`config.mk`:
```
export PLATFORM = sky130hd
export DESIGN_NAME = hitlessRefComp
export DESIGN_NICKNAME = d
export VERILOG_FILES = /design/src/rtl/hitlessPkg.sv /design/src/rtl/hitlessRefCtrl.sv /design/src/rtl/hitlessRefDatapath.sv /design/src/rtl/hitlessRefComp.sv
export SDC_FILE = /design/constraint.sdc
export NUM_CORES = 1
export LEC_CHECK = 0
export ABC_CLOCK_PERIOD_IN_PS = 2700
export BUFFER_PORTS_ARGS = -buffer_cell sky130_fd_sc_hd__buf_2
export CELL_PAD_IN_SITES_DETAIL_PLACEMENT = 1
export CELL_PAD_IN_SITES_GLOBAL_PLACEMENT = 2
export CORE_MARGIN = 5
export CORE_UTILIZATION = 37
export CTS_BUF_LIST = sky130_fd_sc_hd__clkbuf_4
export DETAILED_ROUTE_END_ITERATION = 12
export PLACE_DENSITY_LB_ADDON = 0.1
export SETUP_SLACK_MARGIN = 0.2
export SYNTH_ARGS = -nofsm -noshare
export SYNTH_HDL_FRONTEND = slang
export SYNTH_SLANG_ARGS = --single-unit
```
`constraint.sdc`:
```
create_clock -name clk -period 2.7 [get_ports clk]
set_input_delay 0.27 -clock clk [delete_from_list [all_inputs] [get_ports clk]]
set_output_delay 0.27 -clock clk [all_outputs]
set_load 0.05 [all_outputs]
```
`src/rtl/hitlessPkg.sv`:
```
package hitlessPkg;
  // Strobes handed from the control path to the datapath each cycle
  typedef struct packed {
    logic refEdge;    // selected reference pulse this cycle
    logic switchNow;  // registered select just changed
    logic pendWin;    // switch pending, reference re-timing suspended
    logic slewEn;     // compensation off, offset decays toward zero
    logic clearOfs;   // filtered clear fired
  } ctrlStrobe_t;
endpackage

```
`src/rtl/hitlessRefCtrl.sv`:
```
module hitlessRefCtrl
  import hitlessPkg::*;
#(
  parameter int CLR_TICKS = 30,
  localparam int LW = $clog2(CLR_TICKS + 1)
) (
  input  logic        clk,
  input  logic        rstN,
  input  logic        refA,
  input  logic        refB,
  input  logic        selB,
  input  logic        manEn,
  input  logic        autoEn,
  input  logic        clrN,
  input  logic        measDone,
  output ctrlStrobe_t strb
);
  localparam logic [LW-1:0] LOW_SAT  = LW'(CLR_TICKS);
  localparam logic [LW-1:0] LOW_FIRE = LW'(CLR_TICKS - 1);

  logic          selQ, selQQ, pendQ;
  logic [LW-1:0] lowCnt;
  logic          switchNow;

  assign switchNow = selQ ^ selQQ;

  always_ff @(posedge clk) begin
    if (!rstN) begin
      selQ   <= 1'b0;
      selQQ  <= 1'b0;
      pendQ  <= 1'b0;
      lowCnt <= '0;
    end else begin
      selQ  <= selB;
      selQQ <= selQ;
      if (switchNow)     pendQ <= 1'b1;
      else if (measDone) pendQ <= 1'b0;
      if (clrN)                  lowCnt <= '0;
      else if (lowCnt != LOW_SAT) lowCnt <= lowCnt + 1'b1;
    end
  end

  always_comb begin
    strb.refEdge   = selQ ? refB : refA;
    strb.switchNow = switchNow;
    strb.pendWin   = pendQ | switchNow;
    strb.slewEn    = ~(manEn | autoEn);
    strb.clearOfs  = ~clrN & (lowCnt == LOW_FIRE);
  end
endmodule

```
`src/rtl/hitlessRefDatapath.sv`:
```
module hitlessRefDatapath
  import hitlessPkg::*;
#(
  parameter int FRAME_TICKS = 12500,
  localparam int CW = $clog2(FRAME_TICKS),
  localparam int OFS_W = CW + 1
) (
  input  logic                    clk,
  input  logic                    rstN,
  input  ctrlStrobe_t             strb,
  input  logic                    fbPulse,
  output logic                    measDone,
  output logic                    virtRef,
  output logic signed [OFS_W-1:0] appliedOfs
);
  localparam int HALF = FRAME_TICKS / 2;
  localparam logic [CW-1:0] LAST = CW'(FRAME_TICKS - 1);
  localparam logic signed [OFS_W-1:0] HALF_S = OFS_W'(HALF);
  localparam logic signed [OFS_W-1:0] ONE_S  = OFS_W'(1);

  logic [CW-1:0]           mCnt, vCnt, lagLoad;
  logic                    armed, vLive, loadVirt, slewNow;
  logic signed [OFS_W-1:0] ofsQ, measVal;

  // Measured lag, re-centred so the slew never crosses the frame wrap
  assign measVal  = $signed({1'b0, mCnt}) - HALF_S;
  assign lagLoad  = CW'(ofsQ + HALF_S);
  assign loadVirt = strb.refEdge & ~strb.pendWin;
  assign measDone = armed & fbPulse & ~strb.switchNow;
  assign slewNow  = loadVirt & strb.slewEn & (ofsQ != '0);

  // Measurement stage
  always_ff @(posedge clk) begin
    if (!rstN) begin
      mCnt  <= LAST;
      armed <= 1'b0;
    end else begin
      if (strb.refEdge) begin
        mCnt  <= '0;
        armed <= 1'b1;
      end else begin
        if (mCnt != LAST) mCnt <= mCnt + 1'b1;
        if (strb.switchNow || measDone) armed <= 1'b0;
      end
    end
  end

  // Offset storage
  always_ff @(posedge clk) begin
    if (!rstN)                          ofsQ <= '0;
    else if (strb.clearOfs)             ofsQ <= '0;
    else if (measDone && strb.pendWin)  ofsQ <= measVal;
    else if (slewNow)                   ofsQ <= ofsQ[OFS_W-1] ? ofsQ + ONE_S : ofsQ - ONE_S;
  end

  // Virtual reference trigger: down-counter modulo the frame
  always_ff @(posedge clk) begin
    if (!rstN) begin
      vCnt  <= LAST;
      vLive <= 1'b0;
    end else if (loadVirt) begin
      vCnt  <= lagLoad;
      vLive <= 1'b1;
    end else if (vCnt == '0) begin
      vCnt <= LAST;
    end else begin
      vCnt <= vCnt - 1'b1;
    end
  end

  assign virtRef    = vLive & (vCnt == '0);
  assign appliedOfs = ofsQ;
endmodule

```
`src/rtl/hitlessRefComp.sv`:
```
module hitlessRefComp
  import hitlessPkg::*;
#(
  parameter int FRAME_TICKS = 12500,
  parameter int CLR_TICKS = 30,
  localparam int OFS_W = $clog2(FRAME_TICKS) + 1
) (
  input  logic                    clk,
  input  logic                    rstN,
  input  logic                    refA,
  input  logic                    refB,
  input  logic                    selB,
  input  logic                    fbPulse,
  input  logic                    manEn,
  input  logic                    autoEn,
  input  logic                    clrN,
  output logic                    virtRef,
  output logic signed [OFS_W-1:0] appliedOfs
);
  ctrlStrobe_t ctrlS;
  logic        measDone;

  hitlessRefCtrl #(.CLR_TICKS(CLR_TICKS)) ctrl_i (
    .clk(clk), .rstN(rstN), .refA(refA), .refB(refB), .selB(selB),
    .manEn(manEn), .autoEn(autoEn), .clrN(clrN), .measDone(measDone),
    .strb(ctrlS)
  );

  hitlessRefDatapath #(.FRAME_TICKS(FRAME_TICKS)) dp_i (
    .clk(clk), .rstN(rstN), .strb(ctrlS), .fbPulse(fbPulse),
    .measDone(measDone), .virtRef(virtRef), .appliedOfs(appliedOfs)
  );
endmodule

```
==> results.sh, run 1 <==
export IMPL_status="completed"
export IMPL_htree_levels=2
export IMPL_p_per_area_mw_per_mm2=515
export IMPL_numClockSinks=53
export IMPL_root_buffer="clkbuf_4"
export IMPL_cp_end_kind="primary output"
export IMPL_async_flop_share=0
export IMPL_dieWidth_um=109
export IMPL_peakVddDrop_mv=0.225
export IMPL_gp_congestion=0.888
export IMPL_nets=525
export IMPL_startpoint_type="flip-flop"
export IMPL_crit_start="dp_i.vCnt[11]$_SDFF_PN0_"
export IMPL_min_path_type="in2reg"
export IMPL_rr_startpoint="dp_i.appliedOfs[14]$_SDFFE_PP0P_"
export IMPL_syn_area_mm2=0.00361
export IMPL_grt_setup_unrepaired="true"
export IMPL_synth_main_ff_cell="dfxtp_1"
export IMPL_fin_skew_ps=21.9
export IMPL_grt_pass1_wl_um=18200
export IMPL_cts_tree="yes"
export IMPL_worst_pin_slew_ps=497
export IMPL_r2r_end="dp_i.appliedOfs[9]$_SDFFE_PP0P_"
export IMPL_layout_common_cells="dfxtp_1, nand2_1, nor2_1"
export IMPL_setup_ws_ps=267
export IMPL_portBuffers=24
export IMPL_drc=0
export IMPL_max_slew_margin=0.660
export IMPL_synth_area_top_cells="dfxtp_1, xor2_1, ha_1, xnor2_1, nand2_1"
export IMPL_overflow=0
export IMPL_synth_edf_count=0
export IMPL_critPathCapture="virtRef"
export IMPL_coreArea_mm2=0.00964
export IMPL_dp_slack_ps=233
export IMPL_synth_nets=490
export IMPL_final_setup_tns_ps=0
export IMPL_rows=36
export IMPL_place_hpwl_um=8290
export IMPL_avgRoutedWirePerCell_um=17.4
export IMPL_finalSetupViolCount=0
export IMPL_start_util=0.374
export IMPL_drive_gt1_frac=0.176
export IMPL_die_height_um=109
export IMPL_synth_seq_cells=53
export IMPL_required_ps=2430
export IMPL_clk_pin_slew_worst_paths_ps=160
export IMPL_drtIter0Drc=151
export IMPL_synth_top_area_cell="dfxtp_1"
export IMPL_grt_pass1_vias=3589
export IMPL_via_per_inst=5.43
export IMPL_yosys_warnings=0
export IMPL_pin_count=25
export IMPL_cp_common_cell="or3_4"
export IMPL_cap_violations=0
export IMPL_routed_via_count=3412
export IMPL_p_leak_uw=0.00170
export IMPL_slew_violations=0
export IMPL_crit_type="reg2out"
export IMPL_synth_area_per_cell_um2=7.86
export IMPL_fin_crit_sh=0.901
export IMPL_rrSetupSlack_ps=280
export IMPL_yosysSeqAreaShare=0.294
export IMPL_synth_cell_types=58
export IMPL_critical_path_max_stage_delay_ps=430
export IMPL_slowest_stage="or4_4"
export IMPL_cts_buffers=5
export IMPL_hold_viol=0
export IMPL_cts_path_max_buffers=2
export IMPL_cp_max_fo=3
export IMPL_die_area_mm2=0.0118
export IMPL_grt_max_degree=20
export IMPL_areaGrowthSynthToFinish_pct=16.2
export IMPL_synthCells=459
export IMPL_antenna_cells=0
export IMPL_fmax_mhz=411
export IMPL_drtAntennaViolNets=0
export IMPL_first_pass_iters=4
export IMPL_cp_data_arrival_time_ps=2160
export IMPL_antenna_found_initial=0
export IMPL_gr_usage_all_layers=0.196
export IMPL_synth_top_cell_area_share=0.294
export IMPL_routed_wl_um=10900
export IMPL_layout_commonest_cell="dfxtp_1"
export IMPL_ff2ff_path_depth=9
export IMPL_critical_path_cell_chain="or3_4 -> or4_4 -> or3_4 -> nor2_4 -> buf_6"
export IMPL_fin_crit_ps=2430
export IMPL_holdBufCountCts=0
export IMPL_clock_latency_ps=400
==> per-layer routing <==
metal  wire length, um  share of wire  global-route usage
met1              4950           0.45               0.247
met5                 0              0                   0
met3               364          0.033              0.0272
met2              5390           0.49               0.350
met4               208          0.019              0.0487
==> logic make-up after synthesis <==
| family | share of synthesized area |
|---|---|
| and+or+nand+nor | 0.227 |
| AOI/OAI and AO/OA | 0.212 |
| xor gates and xnor gates | 0.131 |
| DFF | 0.294 |
| buffers and inverters | 0.0517 |
| adders and majority gates | 0.0784 |
| muxes | 0.00590 |
==> sequential cells by signal, indices dropped and copies added (netlist names) <==
signal	count
ctrl_i.lowCnt	5
ctrl_i.pendQ	1
dp_i.appliedOfs	15
dp_i.vLive	1
ctrl_i.selQQ	1
dp_i.armed	1
dp_i.vCnt	14
dp_i.mCnt	14
ctrl_i.selQ	1
==> report_power, final <==
part	internal, uW	total [uW]	switching, uW
clock	105	387	282
combinational	355	862	507
sequential	837	909	72.1
total	1300	2160	861
==> metrics by stage <==
step	hold WS (ps)	instance area [um2]	cells	total power, uW	utilization
after floorplan	397	3620	459	1500	-
after global placement	456	3940	611	1720	0.409
after detailed placement	460	3940	611	1730	0.409
after CTS	55.8	4070	623	2140	0.423
after global routing	43.4	4190	628	2320	0.435
final	73.0	4190	628	2160	0.435
==> cell type report <==
cell class	count	area [um2]
Fill cell	1237	5450
Tap cell	133	166
Clock buffer	5	37.5
Multi-Input combinational cell	361	2470
Inverter	21	82.6
Clock inverter	3	21.3
Sequential cell	53	1070
Timing Repair Buffer	52	337
==> worst min path at each step <==
| stage | cells past startpoint | from | slack [ps] | endpoint |
|---|---|---|---|---|
| global placement | 2 | dp_i.vLive$_SDFFE_PN0P_ | 460 | dp_i.vLive$_SDFFE_PN0P_ |
| global route | 2 | selB | 40 | ctrl_i.selQ$_SDFF_PN0_ |
| detailed placement | 2 | dp_i.vLive$_SDFFE_PN0P_ | 460 | dp_i.vLive$_SDFFE_PN0P_ |
| floorplan | 1 | selB | 400 | ctrl_i.selQ$_SDFF_PN0_ |
| CTS | 2 | selB | 60 | ctrl_i.selQ$_SDFF_PN0_ |
| finish | 2 | selB | 70 | ctrl_i.selQ$_SDFF_PN0_ |
==> synth_stat cells (2+ instances only) <==
library cell  instances
ha_1                 21
nor2_1               39
nand4_1               6
o41ai_1               2
a21boi_0              4
nor3_1               12
o21ai_0              25
nor4_1                7
a221oi_1              4
o21a_1                2
a31oi_1               4
nand2_1              43
o22ai_1               7
inv_1                21
xnor2_1              23
a211oi_1             11
buf_2                 4
or3_1                 3
a21o_1                3
o21bai_1              5
a21oi_1              30
nand2b_1              4
nor3b_1               2
a311oi_1              3
o31ai_1               3
nand3_1              23
o211a_1               2
and2_1                6
o211ai_1              6
nor2b_1               2
xor2_1               31
clkbuf_1             16
dfxtp_1              53
and3_1                8
==> critical path, delay by kind of cell (launching register included) <==
kind | cells | cell delay [ps]
AND/OR/NAND/NOR | 4 | 1270
flip-flops | 1 | 350
buffers and inverters | 1 | 160
==> repair_timing <==
| action | 4_1_cts | 5_1_grt |
|---|---|---|
| setup endpoints to repair | 3 | 6 |
| pin swaps | 2 | 5 |
| endpoints found under the hold margin | 0 | 0 |
| buffers inserted | 4 | 5 |
| resized for setup | 12 | 12 |
(Power assumes the default switching activity.)
==> inputs of run 2 (changes only) <==
Settings changed: CORE_MARGIN 5 to 2, PLACE_DENSITY set to 0.89, PLACE_DENSITY_LB_ADDON 0.1 to not set.
==> run 2 against run 1 <==
Against the previous run:
- wire length is 1.5% lower
- sequential share of layout area hardly changed
- critical path depth stayed put
- largest cell class unchanged
- largest power group unchanged
- via count is 1.5% higher
==> results.sh, run 2 (synthesized netlist as in run 1, its figures left out) <==
export IMPL_cp_common_cell="or3_4"
export IMPL_rows=36
export IMPL_grt_setup_unrepaired="true"
export IMPL_cp_data_arrival_time_ps=2160
export IMPL_min_path_type="in2reg"
export IMPL_dieWidth_um=103
export IMPL_dpl_cell_area_mm2=0.00392
export IMPL_drc=0
export IMPL_holdBufCountCts=0
export IMPL_fin_cells=624
export IMPL_cts_tree="yes"
export IMPL_layout_commonest_cell="dfxtp_1"
export IMPL_p_per_area_mw_per_mm2=514
export IMPL_start_util=0.374
export IMPL_grt_pass1_vias=3576
export IMPL_clk_pin_slew_worst_paths_ps=150
export IMPL_power_internal_uw=1300
export IMPL_ff_latch_area_mm2=0.00107
export IMPL_layout_common_cells="dfxtp_1, nand2_1, nor2_1"
export IMPL_nets=521
export IMPL_clock_latency_ps=390
export IMPL_cp_max_fo=3
export IMPL_peakVddDrop_mv=0.243
export IMPL_critical_path_cell_chain="or3_4 -> or4_4 -> or3_4 -> nor2_4 -> buf_8"
export IMPL_switching_share=0.395
export IMPL_critPathCapture="virtRef"
export IMPL_overflow=0
export IMPL_cp_end_kind="primary output"
export IMPL_cts_buffers=5
export IMPL_first_pass_iters=4
export IMPL_drtIter0Drc=122
export IMPL_via_per_inst=5.55
export IMPL_die_height_um=103
export IMPL_finalSetupViolCount=0
export IMPL_crit_family="simple AND/OR/NAND/NOR gates"
export IMPL_fin_skew_ps=22.2
export IMPL_cap_violations=0
export IMPL_r2r_end="dp_i.appliedOfs[12]$_SDFFE_PP0P_"
export IMPL_root_buffer="clkbuf_4"
export IMPL_final_setup_tns_ps=0
export IMPL_hold_viol=0
export IMPL_drive_gt1_frac=0.171
export IMPL_place_inst=608
export IMPL_pwr_share_clk=0.178
export IMPL_grt_pass1_wl_um=17500
export IMPL_max_slew_margin=0.392
export IMPL_multi_input_area_mm2=0.00250
export IMPL_crit_type="reg2out"
export IMPL_crit_start="dp_i.vCnt[11]$_SDFF_PN0_"
export IMPL_rrSetupSlack_ps=280
export IMPL_slew_violations=0
export IMPL_final_area_mm2=0.00419
export IMPL_slowest_stage="or4_4"
export IMPL_avgRoutedWirePerCell_um=17.2
export IMPL_worst_pin_slew_ps=906
export IMPL_antenna_cells=0
export IMPL_fin_crit_sh=0.899
export IMPL_grt_max_degree=29
export IMPL_numClockSinks=53
export IMPL_routed_wl_um=10700
export IMPL_drtAntennaViolNets=0
export IMPL_die_area_mm2=0.0106
export IMPL_status="completed"
export IMPL_antenna_found_initial=0
export IMPL_startpoint_type="flip-flop"
export IMPL_portBuffers=24
export IMPL_fin_crit_ps=2430
export IMPL_cts_path_max_buffers=2
export IMPL_areaGrowthSynthToFinish_pct=16.2
export IMPL_p_total_uw=2150
export IMPL_worst_path_stages=5
export IMPL_p_leak_uw=0.00170
export IMPL_place_hpwl_um=7980
export IMPL_gr_usage_all_layers=0.210
export IMPL_pwr_share_comb=0.396
export IMPL_htree_levels=2
export IMPL_fmax_mhz=412
export IMPL_required_ps=2430
export IMPL_routed_via_count=3462
export IMPL_critical_path_max_stage_delay_ps=430
export IMPL_holdWs_ps=92.6
export IMPL_gp_congestion=0.892
export IMPL_nFillCells=1235
export IMPL_rr_startpoint="dp_i.appliedOfs[14]$_SDFFE_PP0P_"
export IMPL_coreArea_mm2=0.00964
export IMPL_ff2ff_path_depth=8
export IMPL_switching_power_uw=851
export IMPL_largest_reg_flops=15
export IMPL_p_seq_frac=0.426
export IMPL_pin_count=25
export IMPL_critPathBufInv=1
-- run 2: stage by stage --
stage	utilization	setup WS (ps)
2_1_floorplan	-	217
3_3_place_gp	0.407	250
3_5_place_dp	0.407	125
4_1_cts	0.418	192
5_1_grt	0.435	139
6_report	0.435	272
-- run 2: how the worst min path moves through the flow --
stage                       startpoint                       to  cells past startpoint  slack, ps
6_report                          selB   ctrl_i.selQ$_SDFF_PN0_                      2         90
3_3_place_gp   dp_i.vLive$_SDFFE_PN0P_  dp_i.vLive$_SDFFE_PN0P_                      2        450
2_1_floorplan                     selB   ctrl_i.selQ$_SDFF_PN0_                      1        400
4_1_cts                           selB   ctrl_i.selQ$_SDFF_PN0_                      2         80
5_1_grt                           selB   ctrl_i.selQ$_SDFF_PN0_                      2         70
3_5_place_dp   dp_i.vLive$_SDFFE_PN0P_  dp_i.vLive$_SDFFE_PN0P_                      2        470
-- run 2: power groups by stage --
stage	clock, uW	sequential, uW	combinational [uW]
finish	383	918	853
CTS	397	914	802
floorplan	0	971	529
detailed placement	0	933	780
global placement	0	930	765
global route	430	929	947
-- run 2: cell type report --
| class | instances | share of cell area |
|---|---|---|
| multi-input combinational | 361 | 0.597 |
| sequential | 53 | 0.256 |
| inverter | 21 | 0.0197 |
| timing repair buffer | 48 | 0.0741 |
| tap | 133 | 0.0397 |
| clock inverter | 2 | 0.00239 |
| clock buffer | 6 | 0.0107 |
-- run 2: routing by layer --
metal	wire length, um	global-route usage	vias to the layer above	part of all wire
li1	-	-	1703	-
met1	4950	0.271	1696	0.46
met2	5260	0.369	49	0.49
met3	349	0.0319	14	0.032
met4	182	0.0536	0	0.017
met5	0	0	-	0
-- run 2: worst reg2reg max path, cell delays in order, from the launching register on --
cell        delay [ps]
dfxtp_4            430
clkinvlp_4         110
buf_4              160
buf_4              160
ha_1               390
a21oi_1            170
a211oi_2           280
mux2_2             370
a221oi_2           270
-- run 2: what timing repair did --
action / in CTS / in global routing
resized for setup: 8 / 20
endpoints found under the setup margin: 2 / 6
endpoints found under the hold margin: 0 / 0
buffers inserted: 2 / 6
pin swaps: 1 / 3
==> inputs of run 3 (changes only) <==
Settings changed: CELL_PAD_IN_SITES_DETAIL_PLACEMENT 1 to 2, CORE_MARGIN 2 to 3, SLEW_MARGIN set to 0.
==> run 3 against run 2 <==
Against the previous run:
- combinational power up 32%
- setup slack worse by 87 ps
- sequential share of layout area down 1.2 points
- count of clock-buffer cells in the layout unchanged
- utilization up 3.4 points
- critical path depth up 4
- first-iteration DRC count up 140%
- non-clock buffer count up 4
- final area up 4.7%
- total power up 21%
- critical path type is now reg2reg
- highest routed layer is now met5
==> results.sh, run 3 (synthesized netlist as in run 1, its figures left out) <==
export IMPL_pin_count=25
export IMPL_required_ps=3040
export IMPL_drc=0
export IMPL_critical_path_cell_chain="clkinvlp_4 -> buf_12 -> ha_4 -> nand3_1 -> a21oi_4 -> o311ai_4 -> a211oi_2 -> mux2_2 -> a221oi_1"
export IMPL_die_area_mm2=0.0110
export IMPL_top_layer="met5"
export IMPL_grt_pass1_vias=4183
export IMPL_areaGrowthSynthToFinish_pct=21.7
export IMPL_holdPathEnd="ctrl_i.selQ$_SDFF_PN0_"
export IMPL_critical_path_max_stage_delay_ps=420
export IMPL_avgRoutedWirePerCell_um=29.4
export IMPL_start_util=0.385
export IMPL_rr_startpoint="dp_i.appliedOfs[14]$_SDFFE_PP0P_"
export IMPL_dieWidth_um=105
export IMPL_p_per_area_mw_per_mm2=593
export IMPL_numClockSinks=53
export IMPL_portBuffers=24
export IMPL_min_path_type="in2reg"
export IMPL_grt_max_degree=28
export IMPL_root_buffer="clkbuf_4"
export IMPL_finalSetupViolCount=0
export IMPL_startpoint_type="flip-flop"
export IMPL_drive_gt1_frac=0.216
export IMPL_cp_end_kind="flip-flop"
export IMPL_dp_slack_ps=90.1
export IMPL_met2_length_um=9360
export IMPL_slowest_stage="dfxtp_4"
export IMPL_whs_path_depth=2
export IMPL_antenna_found_initial=1
export IMPL_drtIter0Drc=294
export IMPL_final_setup_tns_ps=0
export IMPL_fin_util=0.468
export IMPL_drtAntennaViolNets=0
export IMPL_coreArea_mm2=0.00937
export IMPL_place_hpwl_um=9990
export IMPL_routed_wl_um=18300
export IMPL_clock_latency_ps=430
export IMPL_cp_max_fo=7
export IMPL_cts_path_max_buffers=2
export IMPL_wl_met1_um=7220
export IMPL_hp_start="selB"
export IMPL_largest_reg_flops=15
export IMPL_rows=35
export IMPL_cap_violations=0
export IMPL_hold_viol=0
export IMPL_fmax_mhz=398
export IMPL_setup_ws_ps=185
export IMPL_cts_buffers=5
export IMPL_grt_setup_unrepaired="true"
export IMPL_worst_pin_slew_ps=763
export IMPL_rrSetupSlack_ps=180
export IMPL_htree_levels=2
export IMPL_cts_tree="yes"
export IMPL_antenna_cells=0
export IMPL_fin_skew_ps=27.9
export IMPL_fin_crit_sh=0.932
export IMPL_grt_pass1_wl_um=24000
export IMPL_first_pass_iters=5
export IMPL_fin_crit_ps=2520
export IMPL_layout_common_cells="dfxtp_1, nand2_1, nor2_1"
export IMPL_gp_congestion=0.910
export IMPL_nets=525
export IMPL_die_height_um=105
export IMPL_met3_length_um=895
export IMPL_gr_usage_all_layers=0.276
export IMPL_clk_pin_slew_worst_paths_ps=200
export IMPL_status="completed"
export IMPL_p_leak_uw=0.00176
export IMPL_max_slew_margin=0.491
export IMPL_via_per_inst=6.53
export IMPL_crit_type="reg2reg"
export IMPL_ff2ff_path_depth=9
export IMPL_overflow=0
export IMPL_critPathBufInv=2
export IMPL_layout_commonest_cell="dfxtp_1"
export IMPL_crit_family="compound AO/OA/AOI/OAI gates"
export IMPL_peakVddDrop_mv=0.231
export IMPL_slew_violations=0
export IMPL_r2r_end="dp_i.appliedOfs[12]$_SDFFE_PP0P_"
export IMPL_holdBufCountCts=0
export IMPL_cp_data_arrival_time_ps=2860
export IMPL_routed_via_count=4076
[run 3: cell type report]
type | instances | area [um2]
inverter | 21 | 82.6
clock inverter | 2 | 38.8
clock buffer | 6 | 45.0
fill | 1038 | 4980
tap | 129 | 161
sequential | 53 | 1070
timing repair buffer | 52 | 353
multi-input combinational | 361 | 2630
[run 3: metal layers]
| layer | track usage | up-vias |
|---|---|---|
| met4 | 0.131 | 2 |
| met3 | 0.0500 | 78 |
| li1 | - | 1706 |
| met5 | 0 | - |
| met1 | 0.316 | 2082 |
| met2 | 0.493 | 208 |
[run 3: power breakdown]
part,internal (uW),switching [uW],total (uW)
sequential,837,105,942
combinational,424,705,1130
clock,209,321,530
total,1470,1130,2600
[run 3: per-stage QoR]
step	instance area [um2]	power, uW	std cells	hold WS, ps
floorplan	3620	1500	459	397
global placement	3900	1680	602	455
detailed placement	3900	1760	602	472
CTS	4200	2350	618	53.5
global route	4390	2680	624	39.5
finish	4390	2600	624	35.3
[run 3: worst max path at each step]
stage	slack [ps]	endpoint	cells after the start	start
finish	180	dp_i.appliedOfs[12]$_SDFFE_PP0P_	9	dp_i.appliedOfs[14]$_SDFFE_PP0P_
global route	120	virtRef	7	dp_i.vCnt[0]$_SDFF_PN1_
CTS	190	virtRef	5	dp_i.vCnt[11]$_SDFF_PN0_
detailed placement	90	dp_i.appliedOfs[12]$_SDFFE_PP0P_	8	dp_i.appliedOfs[14]$_SDFFE_PP0P_
global placement	320	dp_i.appliedOfs[12]$_SDFFE_PP0P_	8	dp_i.appliedOfs[0]$_SDFFE_PP0P_
floorplan	220	virtRef	5	dp_i.vCnt[11]$_SDFF_PN0_
[run 3: worst register-to-register path: stages (launching register included)]
cell and delay, ps:
dfxtp_4 420, clkinvlp_4 110, buf_12 160, ha_4 310, nand3_1 140, a21oi_4 210, o311ai_4 160, a211oi_2 270
mux2_2 370, a221oi_1 280
[run 3: repair_timing]
action                     4_1_cts  5_1_grt
buffers inserted                 8        6
setup endpoints to repair        8       11
cloned                           0        0
resized for setup               26       28
pin swaps                        5        4
